File: src/rtl/trap_pkg.sv
package trap_pkg;

    localparam int ST_W      = 13;
    localparam int ST_SPIE   = 5;
    localparam int ST_MPIE   = 7;
    localparam int ST_SPP    = 8;
    localparam int ST_MPP_LO = 11;
    localparam int ST_SIE    = 1;
    localparam int ST_MIE    = 3;

    localparam logic [1:0] PRIV_U = 2'd0;
    localparam logic [1:0] PRIV_S = 2'd1;
    localparam logic [1:0] PRIV_M = 2'd3;

    localparam logic [2:0] DBG_CAUSE_SWBP = 3'd1;
    localparam int         CODE_BREAK     = 3;

    typedef enum logic [1:0] {
        TGT_MACH      = 2'd0,
        TGT_SUP       = 2'd1,
        TGT_DBG_ENTER = 2'd2,
        TGT_DBG_EXC   = 2'd3
    } target_e;

    typedef struct packed {
        logic pc;
        logic priv;
        logic status;
        logic scause;
        logic sepc;
        logic sbad;
        logic mcause;
        logic mepc;
        logic mbad;
        logic dbg;
        logic dpc;
        logic resv;
    } strobe_t;

    // Status word after trap entry into supervisor (to_m=0) or machine (to_m=1).
    function automatic logic [ST_W-1:0] enter_status(input logic [ST_W-1:0] st,
                                                     input logic [1:0]      prv,
                                                     input logic            to_m);
        logic [ST_W-1:0] s;
        s = st;
        if (to_m) begin
            s[ST_MPIE]                 = st[prv];
            s[ST_MPP_LO+1:ST_MPP_LO]   = prv;
            s[ST_MIE]                  = 1'b0;
        end else begin
            s[ST_SPIE]                 = st[prv];
            s[ST_SPP]                  = prv[0];
            s[ST_SIE]                  = 1'b0;
        end
        return s;
    endfunction

endpackage

File: src/rtl/trap_route.sv
module trap_route
    import trap_pkg::*;
#(
    parameter int XLEN = 32
) (
    input  logic [XLEN-1:0] cause,
    input  logic [1:0]      priv,
    input  logic [XLEN-1:0] medeleg,
    input  logic [XLEN-1:0] mideleg,
    input  logic [2:0]      dbg_cause_in,
    input  logic [3:0]      ebreak_en,
    output target_e         target
);
    localparam int IDX_W = $clog2(XLEN);

    logic              is_int;
    logic [XLEN-2:0]   code;
    logic [XLEN-1:0]   deleg_vec;
    logic [IDX_W-1:0]  idx;
    logic              in_range;
    logic              is_break;
    logic              delegated;

    always_comb begin
        is_int    = cause[XLEN-1];
        code      = cause[XLEN-2:0];
        deleg_vec = is_int ? mideleg : medeleg;
        idx       = code[IDX_W-1:0];
        in_range  = ((code >> IDX_W) == '0);
        is_break  = !is_int && (code == (XLEN-1)'(CODE_BREAK));
        delegated = (priv <= PRIV_S) && in_range && deleg_vec[idx];

        if (is_break && ebreak_en[priv])
            target = TGT_DBG_ENTER;
        else if (dbg_cause_in != 3'd0)
            target = TGT_DBG_EXC;
        else if (delegated)
            target = TGT_SUP;
        else
            target = TGT_MACH;
    end

endmodule

File: src/rtl/trap_update.sv
module trap_update
    import trap_pkg::*;
#(
    parameter int              XLEN          = 32,
    parameter logic [XLEN-1:0] DBG_ROM_START = 'h800,
    parameter logic [XLEN-1:0] DBG_ROM_EXC   = 'h808
) (
    input  target_e         target,
    input  logic [1:0]      priv,
    input  logic            has_addr,
    input  logic [XLEN-1:0] stvec,
    input  logic [XLEN-1:0] mtvec,
    input  logic [ST_W-1:0] status_in,
    output strobe_t         strobes,
    output logic [XLEN-1:0] pc_next,
    output logic [1:0]      priv_next,
    output logic [ST_W-1:0] status_next
);

    always_comb begin
        strobes     = '0;
        pc_next     = mtvec;
        priv_next   = PRIV_M;
        status_next = status_in;
        unique case (target)
            TGT_SUP: begin
                strobes.pc     = 1'b1;
                strobes.priv   = 1'b1;
                strobes.status = 1'b1;
                strobes.scause = 1'b1;
                strobes.sepc   = 1'b1;
                strobes.sbad   = has_addr;
                strobes.resv   = 1'b1;
                pc_next        = stvec;
                priv_next      = PRIV_S;
                status_next    = enter_status(status_in, priv, 1'b0);
            end
            TGT_MACH: begin
                strobes.pc     = 1'b1;
                strobes.priv   = 1'b1;
                strobes.status = 1'b1;
                strobes.mcause = 1'b1;
                strobes.mepc   = 1'b1;
                strobes.mbad   = has_addr;
                strobes.resv   = 1'b1;
                pc_next        = mtvec;
                priv_next      = PRIV_M;
                status_next    = enter_status(status_in, priv, 1'b1);
            end
            TGT_DBG_ENTER: begin
                strobes.pc     = 1'b1;
                strobes.priv   = 1'b1;
                strobes.dbg    = 1'b1;
                strobes.dpc    = 1'b1;
                pc_next        = DBG_ROM_START;
                priv_next      = PRIV_M;
            end
            default: begin
                strobes.pc     = 1'b1;
                pc_next        = DBG_ROM_EXC;
            end
        endcase
    end

endmodule

File: src/rtl/trap_unit.sv
module trap_unit
    import trap_pkg::*;
#(
    parameter int              XLEN          = 32,
    parameter logic [XLEN-1:0] DBG_ROM_START = 'h800,
    parameter logic [XLEN-1:0] DBG_ROM_EXC   = 'h808
) (
    input  logic            clk,
    input  logic            rst,
    input  logic            trap_valid,
    input  logic [XLEN-1:0] trap_cause,
    input  logic [XLEN-1:0] trap_pc,
    input  logic [XLEN-1:0] trap_badaddr,
    input  logic            trap_has_addr,
    input  logic [1:0]      cur_priv,
    input  logic [XLEN-1:0] medeleg,
    input  logic [XLEN-1:0] mideleg,
    input  logic [XLEN-1:0] stvec,
    input  logic [XLEN-1:0] mtvec,
    input  logic [12:0]     status_in,
    input  logic [2:0]      dbg_cause_in,
    input  logic [3:0]      ebreak_en,
    output logic            pc_we,
    output logic [XLEN-1:0] pc_next,
    output logic            priv_we,
    output logic [1:0]      priv_next,
    output logic            status_we,
    output logic [12:0]     status_next,
    output logic            scause_we,
    output logic            sepc_we,
    output logic            sbad_we,
    output logic            mcause_we,
    output logic            mepc_we,
    output logic            mbad_we,
    output logic [XLEN-1:0] cause_next,
    output logic [XLEN-1:0] epc_next,
    output logic [XLEN-1:0] bad_next,
    output logic            dbg_we,
    output logic [2:0]      dbg_cause_next,
    output logic [1:0]      dbg_prv_next,
    output logic            dpc_we,
    output logic            resv_clear
);

    target_e         target;
    strobe_t         strb_c;
    strobe_t         strb_q;
    logic [XLEN-1:0] pc_c;
    logic [1:0]      priv_c;
    logic [ST_W-1:0] status_c;

    trap_route #(.XLEN(XLEN)) i_route (
        .cause        (trap_cause),
        .priv         (cur_priv),
        .medeleg      (medeleg),
        .mideleg      (mideleg),
        .dbg_cause_in (dbg_cause_in),
        .ebreak_en    (ebreak_en),
        .target       (target)
    );

    trap_update #(
        .XLEN          (XLEN),
        .DBG_ROM_START (DBG_ROM_START),
        .DBG_ROM_EXC   (DBG_ROM_EXC)
    ) i_update (
        .target      (target),
        .priv        (cur_priv),
        .has_addr    (trap_has_addr),
        .stvec       (stvec),
        .mtvec       (mtvec),
        .status_in   (status_in),
        .strobes     (strb_c),
        .pc_next     (pc_c),
        .priv_next   (priv_c),
        .status_next (status_c)
    );

    always_ff @(posedge clk) begin
        if (rst) begin
            strb_q         <= '0;
            pc_next        <= '0;
            priv_next      <= PRIV_M;
            status_next    <= '0;
            cause_next     <= '0;
            epc_next       <= '0;
            bad_next       <= '0;
            dbg_cause_next <= '0;
            dbg_prv_next   <= PRIV_U;
        end else begin
            strb_q <= trap_valid ? strb_c : '0;
            if (trap_valid) begin
                pc_next        <= pc_c;
                priv_next      <= priv_c;
                status_next    <= status_c;
                cause_next     <= trap_cause;
                epc_next       <= trap_pc;
                bad_next       <= trap_badaddr;
                dbg_cause_next <= DBG_CAUSE_SWBP;
                dbg_prv_next   <= cur_priv;
            end
        end
    end

    assign pc_we      = strb_q.pc;
    assign priv_we    = strb_q.priv;
    assign status_we  = strb_q.status;
    assign scause_we  = strb_q.scause;
    assign sepc_we    = strb_q.sepc;
    assign sbad_we    = strb_q.sbad;
    assign mcause_we  = strb_q.mcause;
    assign mepc_we    = strb_q.mepc;
    assign mbad_we    = strb_q.mbad;
    assign dbg_we     = strb_q.dbg;
    assign dpc_we     = strb_q.dpc;
    assign resv_clear = strb_q.resv;

endmodule

File: config.mk
export PLATFORM = sky130hd
export DESIGN_NAME = trap_unit
export DESIGN_NICKNAME = d
export VERILOG_FILES = /design/src/rtl/trap_pkg.sv /design/src/rtl/trap_route.sv /design/src/rtl/trap_update.sv /design/src/rtl/trap_unit.sv
export SDC_FILE = /design/constraint.sdc
export NUM_CORES = 1
export LEC_CHECK = 0
export BUFFER_PORTS_ARGS = -buffer_cell sky130_fd_sc_hd__buf_2
export CAP_MARGIN = 25
export CORE_AREA = 5 5 155 157
export DETAILED_ROUTE_END_ITERATION = 12
export DIE_AREA = 0 0 160 162
export GPL_TIMING_DRIVEN = 0
export SLEW_MARGIN = 10
export SYNTH_ARGS = -nofsm -noshare
export SYNTH_HDL_FRONTEND = slang
export SYNTH_SLANG_ARGS = --single-unit
File: constraint.sdc
create_clock -name clk -period 3.8 [get_ports clk]
set_input_delay 0.76 -clock clk [delete_from_list [all_inputs] [get_ports clk]]
set_output_delay 0.76 -clock clk [all_outputs]
set_load 0.02 [all_outputs]
---- Yosys cells after proc, flatten, opt, wreduce, memory -nomap -nowiden ----
Cells that the tools add are included.
Widths: inputs -> output; s select.
word-level totals
  input port bits ......................... 250
  bits in registers ....................... 157
  logic and storage cells ................. 61
cells by class
  reduce and logical (&&, ||, !) cells .... 13
  multiplexer cells ....................... 19
  eq/ne operators ......................... 3
  bitwise logic cells ..................... 3
  order comparisons ....................... 4
operators by type and width
  operator             number
  $pmux 32 s3          1
  $mux 32              1
  $eq 31x2->1 const B  1
  $logic_not 31->1     1
  $pmux 13 s2          1
  $mux 12              1
  $reduce_or 3->1      3
  $mux 2               4
  $lt 5x6->1 const B   1
  $mux 1               6
  $mux 3               2
  $bmux 1 s5           1
  $lt 2x5->1 const B   1
  $bmux 1 s2           2
  $logic_and 1x1->1    4
  $reduce_or 2->1      2
  $lt 2x3->1 const B   1
  $not 1->1            3
  $reduce_bool 3->1    1
  $eq 2x1->1 const B   1
  $eq 2x2->1 const B   1
  $le 2x1->1 const B   1
  $logic_not 2->1      1
  $logic_not 1->1      1

---- Logic depth before layout (Yosys ltp) ----
Gate-level depths: netlist (run 1).
  word-level depth ........................ 11
  gate-level depth with buffers ........... 11
  depth with buffers taken out ............ 8

---- Modules after synthesis ----
Synthesis (run 1) repeated with hierarchy kept, for this count alone.
unflattened totals
  cells, all modules ...................... 672
  area total of the unflattened synthesis .. 7074.3 µm²
by module, submodules not included
  module       area an instance (µm²)  instances  cells an instance
  trap_unit    5602.9                  1          500
  trap_update  738.2                   1          101
  trap_route   733.2                   1          71

---- Worst setup path before layout (run 1) ----
OpenSTA, ideal clock, no wires.
  kind .................................... in2reg
  start point ............................. input port trap_cause[31]
  end point ............................... register pc_next[10]
  library setup time ...................... 0.124 ns
  arrival time ............................ 2.730 ns
  slack ................................... 0.946 ns
  cell stages on the path ................. 10
  cells stage by stage .................... buf_6 > buf_12 > mux4_2 > or2_0 > a31o_1 > o311a_1 > buf_2 > buf_2 > nand4_1 > o211ai_2
between the ends
  longest elaborated chain between the ends .. 9
  elaborated cells between the ends (all ways) .. 14
  classes of those cells .................. eq/ne: 2; mux: 7; reduce/logical: 5
RTL lines
  element                                   line               RTL
  start, declared                           trap_unit.sv:11    input logic [XLEN-1:0] trap_cause,
  $mux 32                                   trap_route.sv:27   deleg_vec = is_int ? mideleg : medeleg;
  $bmux 1 s5                                trap_route.sv:31   delegated = (priv <= PRIV_S) && in_range && deleg_vec[idx];
  $mux 1 (implied by the code)              trap_route.sv:31
  $logic_and 1x1->1                         trap_route.sv:31
  $mux 1                                    trap_route.sv:37   else if (delegated)
  $mux 2                                    trap_route.sv:35   else if (dbg_cause_in != 3'd0)
  $mux 2 *                                  trap_route.sv:33   if (is_break && ebreak_en[priv])
  $eq 2x2->1, or another cell as far along  trap_update.sv:25  unique case (target)
  $pmux 32 s3 *                             trap_update.sv:25
  end signal, assigned                      trap_unit.sv:93    pc_next <= pc_c;
  end, declared                             trap_unit.sv:24    output logic [XLEN-1:0] pc_next,
Every way passes the cells marked *; elsewhere a longest branch is shown, timed or not. The select of a mux whose other input is x is not followed.
A chain may end at the register's enable or synchronous reset.

---- Worst setup path in the final report (run 1) ----
  start point ............................. input port trap_cause[31]
  end point ............................... register pc_next[23]
Same word-level chain as after synthesis.

==> results.py, run 1 <==
metrics = {
    "pwr": {
        "worst_ir_drop_vdd_mv": 0.204,
        "p_per_area_nw_per_um2": 422,
        "p_leak_nw": 5.11,
    },
    "worst_setup_path": {
        "reg2reg_from": "pc_next[3]",
        "crit_type": "in2reg",
        "worst_ep_arrival_time_ns": 3.14,
        "cp_cell_sequence": "buf_6, buf_12, mux4_1, mux2i_1, mux4_2, a21oi_1, clkbuf_1, nand4_1, o211ai_2",
        "required_ns": 4.14,
        "reg2reg_slack_ns": 2.78,
        "crit_fanout": 10,
        "cp-end-kind": "register",
        "ff2ff_path_depth": 4,
        "start_kind": "primary input",
        "cpPeakStageDelay_ns": 0.54,
        "cp_slowest_cell": "mux4_2",
        "reg2reg_to": "pc_next[3]",
    },
    "placed_design": {
        "gp_congestion": 0.845,
        "dp_cells": 1347,
        "io_buffer_count": 402,
        "dp_worst_setup_slack_ns": 0.546,
        "dp.final_hpwl_um": 21000,
    },
    "synth": {
        "yosysWarnings": 0,
        "synth_top_area_share": 0.457,
        "ys_ff_latch": 153,
        "async_flop_share": 0,
        "synth_flop_cell": "dfxtp_1",
        "synth_edf_count": 0,
        "yosysSeqAreaShare": 0.457,
        "synthTopCellsByArea": "dfxtp_1, mux2i_1, nor2_1",
        "synthCells": 658,
        "yosys.area.top_type": "dfxtp_1",
        "syn_area_per_cell_um2": 10.2,
        "netlist_area_um2": 6700,
        "ys_types": 50,
    },
    "routing": {
        "drc": 0,
        "drt-wirelength-per-cell_um": 18.6,
        "drtIter0Drc": 227,
        "firstDrtPassIters": 4,
        "routed_via_density": 4.61,
        "vias": 6367,
        "postRouteAntennaNets": 0,
        "drt-total-wl_um": 25700,
    },
    "flow_run": {
        "cap_violations": 0,
    },
    "sta": {
        "clock_skew_ns": 0,
        "hold_viol": 0,
        "fin_hold_ws_ns": 0.456,
        "tns_ns": 0,
        "finalMaxSlewViolations": 0,
        "rsz0062_at_grt": "no",
        "worstMarginPinSlew_ns": 0.833,
        "layout_worst_path_cycle_share": 0.737,
        "finalWorstSetupSlack_ns": 1.00,
        "finalCriticalPeriod_ns": 2.80,
        "timing.fmax_mhz": 357,
        "finalSetupViolations": 0,
        "slew_headroom": 0.444,
    },
    "global_routing": {
        "antenna_found_initial": 1,
        "grt_max_degree": 18,
        "grt_pass1_wl_um": 38500,
        "first_global_vias": 6619,
        "track_usage": 0.191,
        "grt.overflow.total": 0,
    },
    "clock_tree": {
        "cts_sinks": 153,
        "cts_tree": "built",
        "cts_buffer_depth": 2,
        "cts_resized": 0,
        "htreeDepth": 4,
        "hold_buffers": 0,
        "cts-buffers-inserted": 17,
        "cts_root_buf": "clkbuf_16",
        "cts.clk_slew.worst_paths_ns": 0.07,
        "clock_latency_ns": 0.41,
        "postCtsSetupRepairBufs": 0,
    },
    "worst_hold_path": {
        "hp-start": "status_next[8]",
        "whs_endpoint": "status_next[8]",
        "holdPathStages": 2,
        "hp-class": "reg2reg",
    },
    "final_layout": {
        "area_growth_syn_to_layout_pct": 44.7,
        "drive_gt1_frac": 0.462,
        "final_nets": 1331,
        "finalNonFillerCells": 1380,
    },
    "floorplanning": {
        "floorplan.die_area_um2": 25900,
        "initial_core_util": 0.299,
        "chipWidth_um": 160,
        "io_pins": 410,
        "rows": 55,
        "die_h_um": 162,
        "fp.coreArea_um2": 22400,
    },
    "run_status": {
        "outcome": "finished, final reports clean",
    },
}
==> state kept, by name (all words and copies together), names as in the netlist, 2 cells and up <==
signal and count:
bad_next 32, cause_next 32, dbg_prv_next 2, epc_next 32, pc_next 32, status_next 13
==> layout make-up <==
cell class                 count  area (um2)
antenna                        1        2.50
buffer                        57         314
clock buffer                  17         425
clock inverter                15         178
fill                        2205       12700
inverter                      35         131
multi-input combinational    414        3200
sequential                   153        3060
tap                          285         357
timing repair buffer         403        2020
==> logic make-up (layout without fill, tap and decap cells) <==
group | count (synthesis) | in the layout | share of synthesized area
muxes | 131 | 131 | 0.234
buffers and inverters | 92 | 527 | 0.0665
and+or+nand+nor | 219 | 219 | 0.148
AOI/OAI and AO/OA | 61 | 61 | 0.0927
DFF | 153 | 153 | 0.457
other | 2 | 4 | 0.00112
==> power by group <==
part | switching (mW) | internal [mW] | total (mW)
clock | 0.785 | 0.942 | 1.73
sequential | 0.0383 | 1.68 | 1.72
combinational | 0.364 | 0.278 | 0.642
==> how the worst max path moves through the flow <==
stage | end | startpoint | slack [ns] | depth (start not counted)
6_report | pc_next[23] | trap_cause[31] | 1.0 | 9
5_1_grt | pc_next[24] | trap_cause[31] | 0.83 | 9
4_1_cts | pc_next[23] | trap_cause[31] | 0.98 | 9
3_5_place_dp | pc_next[23] | trap_cause[31] | 0.55 | 9
2_1_floorplan | pc_next[10] | trap_cause[31] | 0.95 | 10
3_3_place_gp | pc_next[28] | trap_cause[0] | -0.20 | 9
==> routing by layer <==
metal	global-route usage	up-vias	wire length [um]
li1	-	3155	-
met5	0	-	0
met4	0.0379	0	248
met3	0.0657	15	2260
met1	0.205	2917	9650
met2	0.363	280	13500
==> synthesized netlist by cell type (3+ instances only) <==
| library cell | instances |
|---|---|
| o211ai_2 | 28 |
| nor4_1 | 7 |
| buf_4 | 10 |
| nand2_1 | 37 |
| clkbuf_1 | 29 |
| mux2i_1 | 113 |
| dfxtp_1 | 153 |
| nand4_1 | 33 |
| buf_1 | 5 |
| buf_6 | 5 |
| o21ai_0 | 3 |
| nand2b_1 | 3 |
| nor3_1 | 4 |
| nor2_1 | 113 |
| nand3_1 | 8 |
| buf_2 | 7 |
| a21oi_1 | 8 |
| mux4_2 | 10 |
| inv_1 | 35 |
| mux4_1 | 8 |
==> layout by cell type, fill, tap and decap left out, types with 4 or more instances in the layout <==
cell and instances:
buf_6 5, a21oi_1 8, nand3_1 8, clkbuf_1 29
dfxtp_1 153, o211ai_2 28, buf_1 5, buf_4 11
mux2i_1 113, nor2_1 113, nor4_1 7, inv_1 35
mux4_2 10, inv_6 6, nand2_1 37, nor3_1 4
clkbuf_16 17, nand4_1 33, buf_2 409, mux4_1 8
==> worst max-delay path, delay by kind of cell <==
kind,cells,cell delay [ns]
compound gates,2,0.54
buf+inv,3,0.73
mux,3,0.92
simple gates,1,0.18
==> stage by stage <==
step | instance area [um2] | utilization | power (mW)
finish | 9690 | 0.433 | 4.09
global route | 9690 | 0.433 | 4.28
CTS | 9680 | 0.433 | 4.15
detailed placement | 9080 | 0.406 | 2.41
global placement | 9070 | 0.405 | 2.40
floorplan | 6700 | - | 2.10
Note: power is estimated with default switching activity, not from simulation.
==> inputs of run 2 (changes only) <==
CORE_AREA = 5 5 158 160   (was 5 5 155 157)
DIE_AREA = 0 0 163 165   (was 0 0 160 162)
clock period = 2.5 ns   (was 3.8 ns; I/O delays follow)
==> run 2 against run 1 <==
  * Count of clock-buffer cells in the layout stayed put
  * Global-route usage about the same
  * Hold slack worse by 0.16 ns
  * Sequential power increased by 52%
  * Flip-flop and latch count is the same
  * Non-clock buffer count increased by 4
  * Cell area up 1.2%
  * Die area grew 3.8%
  * Via count rose by 0.82%
  * Routed wire length increased by 3.4%
  * Register-to-register slack worse by 1.3 ns
==> results.py, run 2 (synthesis gave the netlist of run 1 again) <==
metrics = {
    "run_status": {
        "outcome": "finished, final reports clean",
    },
    "worst_setup_path": {
        "reg2reg_to": "pc_next[3]",
        "startpoint": "trap_cause[0]",
        "worst_ep_arrival_time_ns": 2.74,
        "crit_fanout": 10,
        "start_kind": "primary input",
        "crit_type": "in2reg",
        "cp-end-kind": "register",
        "reg2reg_slack_ns": 1.51,
        "required_ns": 2.86,
        "ff2ff_path_depth": 4,
        "reg2reg_from": "pc_next[3]",
    },
    "clock_tree": {
        "cts.clk_slew.worst_paths_ns": 0.08,
        "cts_sinks": 153,
        "htreeDepth": 4,
        "cts-buffers-inserted": 17,
        "cts_buffer_depth": 2,
        "cts_root_buf": "clkbuf_16",
        "clock_latency_ns": 0.42,
        "cts_tree": "built",
    },
    "global_routing": {
        "grt_max_degree": 19,
        "track_usage": 0.191,
        "grt_pass1_wl_um": 38800,
        "antenna_found_initial": 3,
        "grt.overflow.total": 0,
        "first_global_vias": 6646,
    },
    "final_layout": {
        "final_core_util": 0.421,
        "layout_commonest_cell": "buf_2",
        "drive_gt1_frac": 0.471,
        "mostFrequentLayoutCells": "buf_2, dfxtp_1, mux2i_1, nor2_1, nand2_1",
        "multi_input_area_um2": 3220,
        "ff_latch_area_um2": 3060,
        "final_nets": 1335,
        "fill_cells": 2400,
        "finalNonFillerCells": 1418,
        "area_growth_syn_to_layout_pct": 46.4,
    },
    "sta": {
        "layout_worst_path_cycle_share": 0.954,
        "finalMaxSlewViolations": 0,
        "tns_ns": 0,
        "clock_skew_ns": 0,
        "rsz0062_at_grt": "yes",
        "slew_headroom": 0.467,
        "hold_viol": 0,
        "finalCriticalPeriod_ns": 2.38,
        "finalWorstSetupSlack_ns": 0.116,
        "finalSetupViolations": 0,
        "timing.fmax_mhz": 419,
        "worstMarginPinSlew_ns": 0.799,
    },
    "floorplanning": {
        "rows": 56,
        "initial_core_util": 0.288,
        "floorplan.die_area_um2": 26900,
        "fp.coreArea_um2": 23300,
        "die_h_um": 165,
        "chipWidth_um": 163,
        "io_pins": 410,
    },
    "pwr": {
        "p_per_area_nw_per_um2": 632,
        "worst_ir_drop_vdd_mv": 0.314,
        "p_leak_nw": 5.13,
        "total_power_mw": 6.20,
    },
    "routing": {
        "drt-wirelength-per-cell_um": 18.7,
        "postRouteAntennaNets": 0,
        "drtIter0Drc": 231,
        "drc": 0,
        "routed_via_density": 4.53,
        "drt-total-wl_um": 26600,
        "vias": 6419,
        "firstDrtPassIters": 5,
    },
    "placed_design": {
        "dp.final_hpwl_um": 21600,
        "dp_worst_setup_slack_ns": -0.935,
        "dp_cells": 1380,
        "gp_congestion": 0.790,
        "io_buffer_count": 402,
    },
    "worst_hold_path": {
        "hp-class": "in2reg",
        "holdPathStages": 3,
        "hp-start": "trap_badaddr[15]",
        "whs_endpoint": "bad_next[15]",
    },
    "flow_run": {
        "cap_violations": 0,
    },
}
run 2: repair_timing:
| item | CTS | global route |
|---|---|---|
| setup buffers | 5 | 0 |
| endpoints found under the setup margin | 37 | 32 |
| resized for setup | 4 | 7 |
| pin swaps | 2 | 0 |
| cloned | 0 | 0 |
| hold buffers | 0 | 0 |
run 2: stage by stage:
| step | area, um2 | hold slack (ns) |
|---|---|---|
| after detailed placement | 9130 | 0.447 |
| after floorplan | 6720 | 0.535 |
| after CTS | 9780 | 0.286 |
| after global routing | 9800 | 0.289 |
| after global placement | 9130 | 0.435 |
| final | 9800 | 0.301 |
run 2: worst max-delay path, stage by stage:
cell,delay [ns]
buf_4,0.20
mux4_2,0.52
mux2i_1,0.26
mux4_2,0.38
and2_2,0.15
buf_2,0.28
o21ai_4,0.12
buf_6,0.17
o211ai_2,0.14
run 2: worst max-delay path by stage:
stage | slack, ns | endpoint
after global routing | -0.006 | pc_next[8]
after floorplan | -0.02 | pc_next[10]
after global placement | -0.91 | pc_next[21]
after detailed placement | -0.94 | pc_next[25]
final | 0.12 | pc_next[25]
after CTS | 0.02 | status_next[3]
run 2: power by group:
group	total (mW)	switching, mW	leakage (nW)	internal (mW)
clock	2.60	1.25	0.288	1.35
combinational	0.990	0.563	3.59	0.427
sequential	2.61	0.0574	1.26	2.56
run 2: final cells by class:
type | count | area share
Inverter | 35 | 0.0134
Buffer | 57 | 0.0346
Sequential cell | 153 | 0.313
Timing Repair Buffer | 407 | 0.209
Multi-Input combinational cell | 414 | 0.329
Tap cell | 319 | 0.0407
Antenna cell | 1 | 0.000255
Clock buffer | 17 | 0.0434
Clock inverter | 15 | 0.0171
run 2: metal layers:
metal / track usage / wire, um
met3: 0.0646 / 2270
met4: 0.0557 / 481
met1: 0.208 / 10000
met5: 0 / 24
met2: 0.351 / 13800
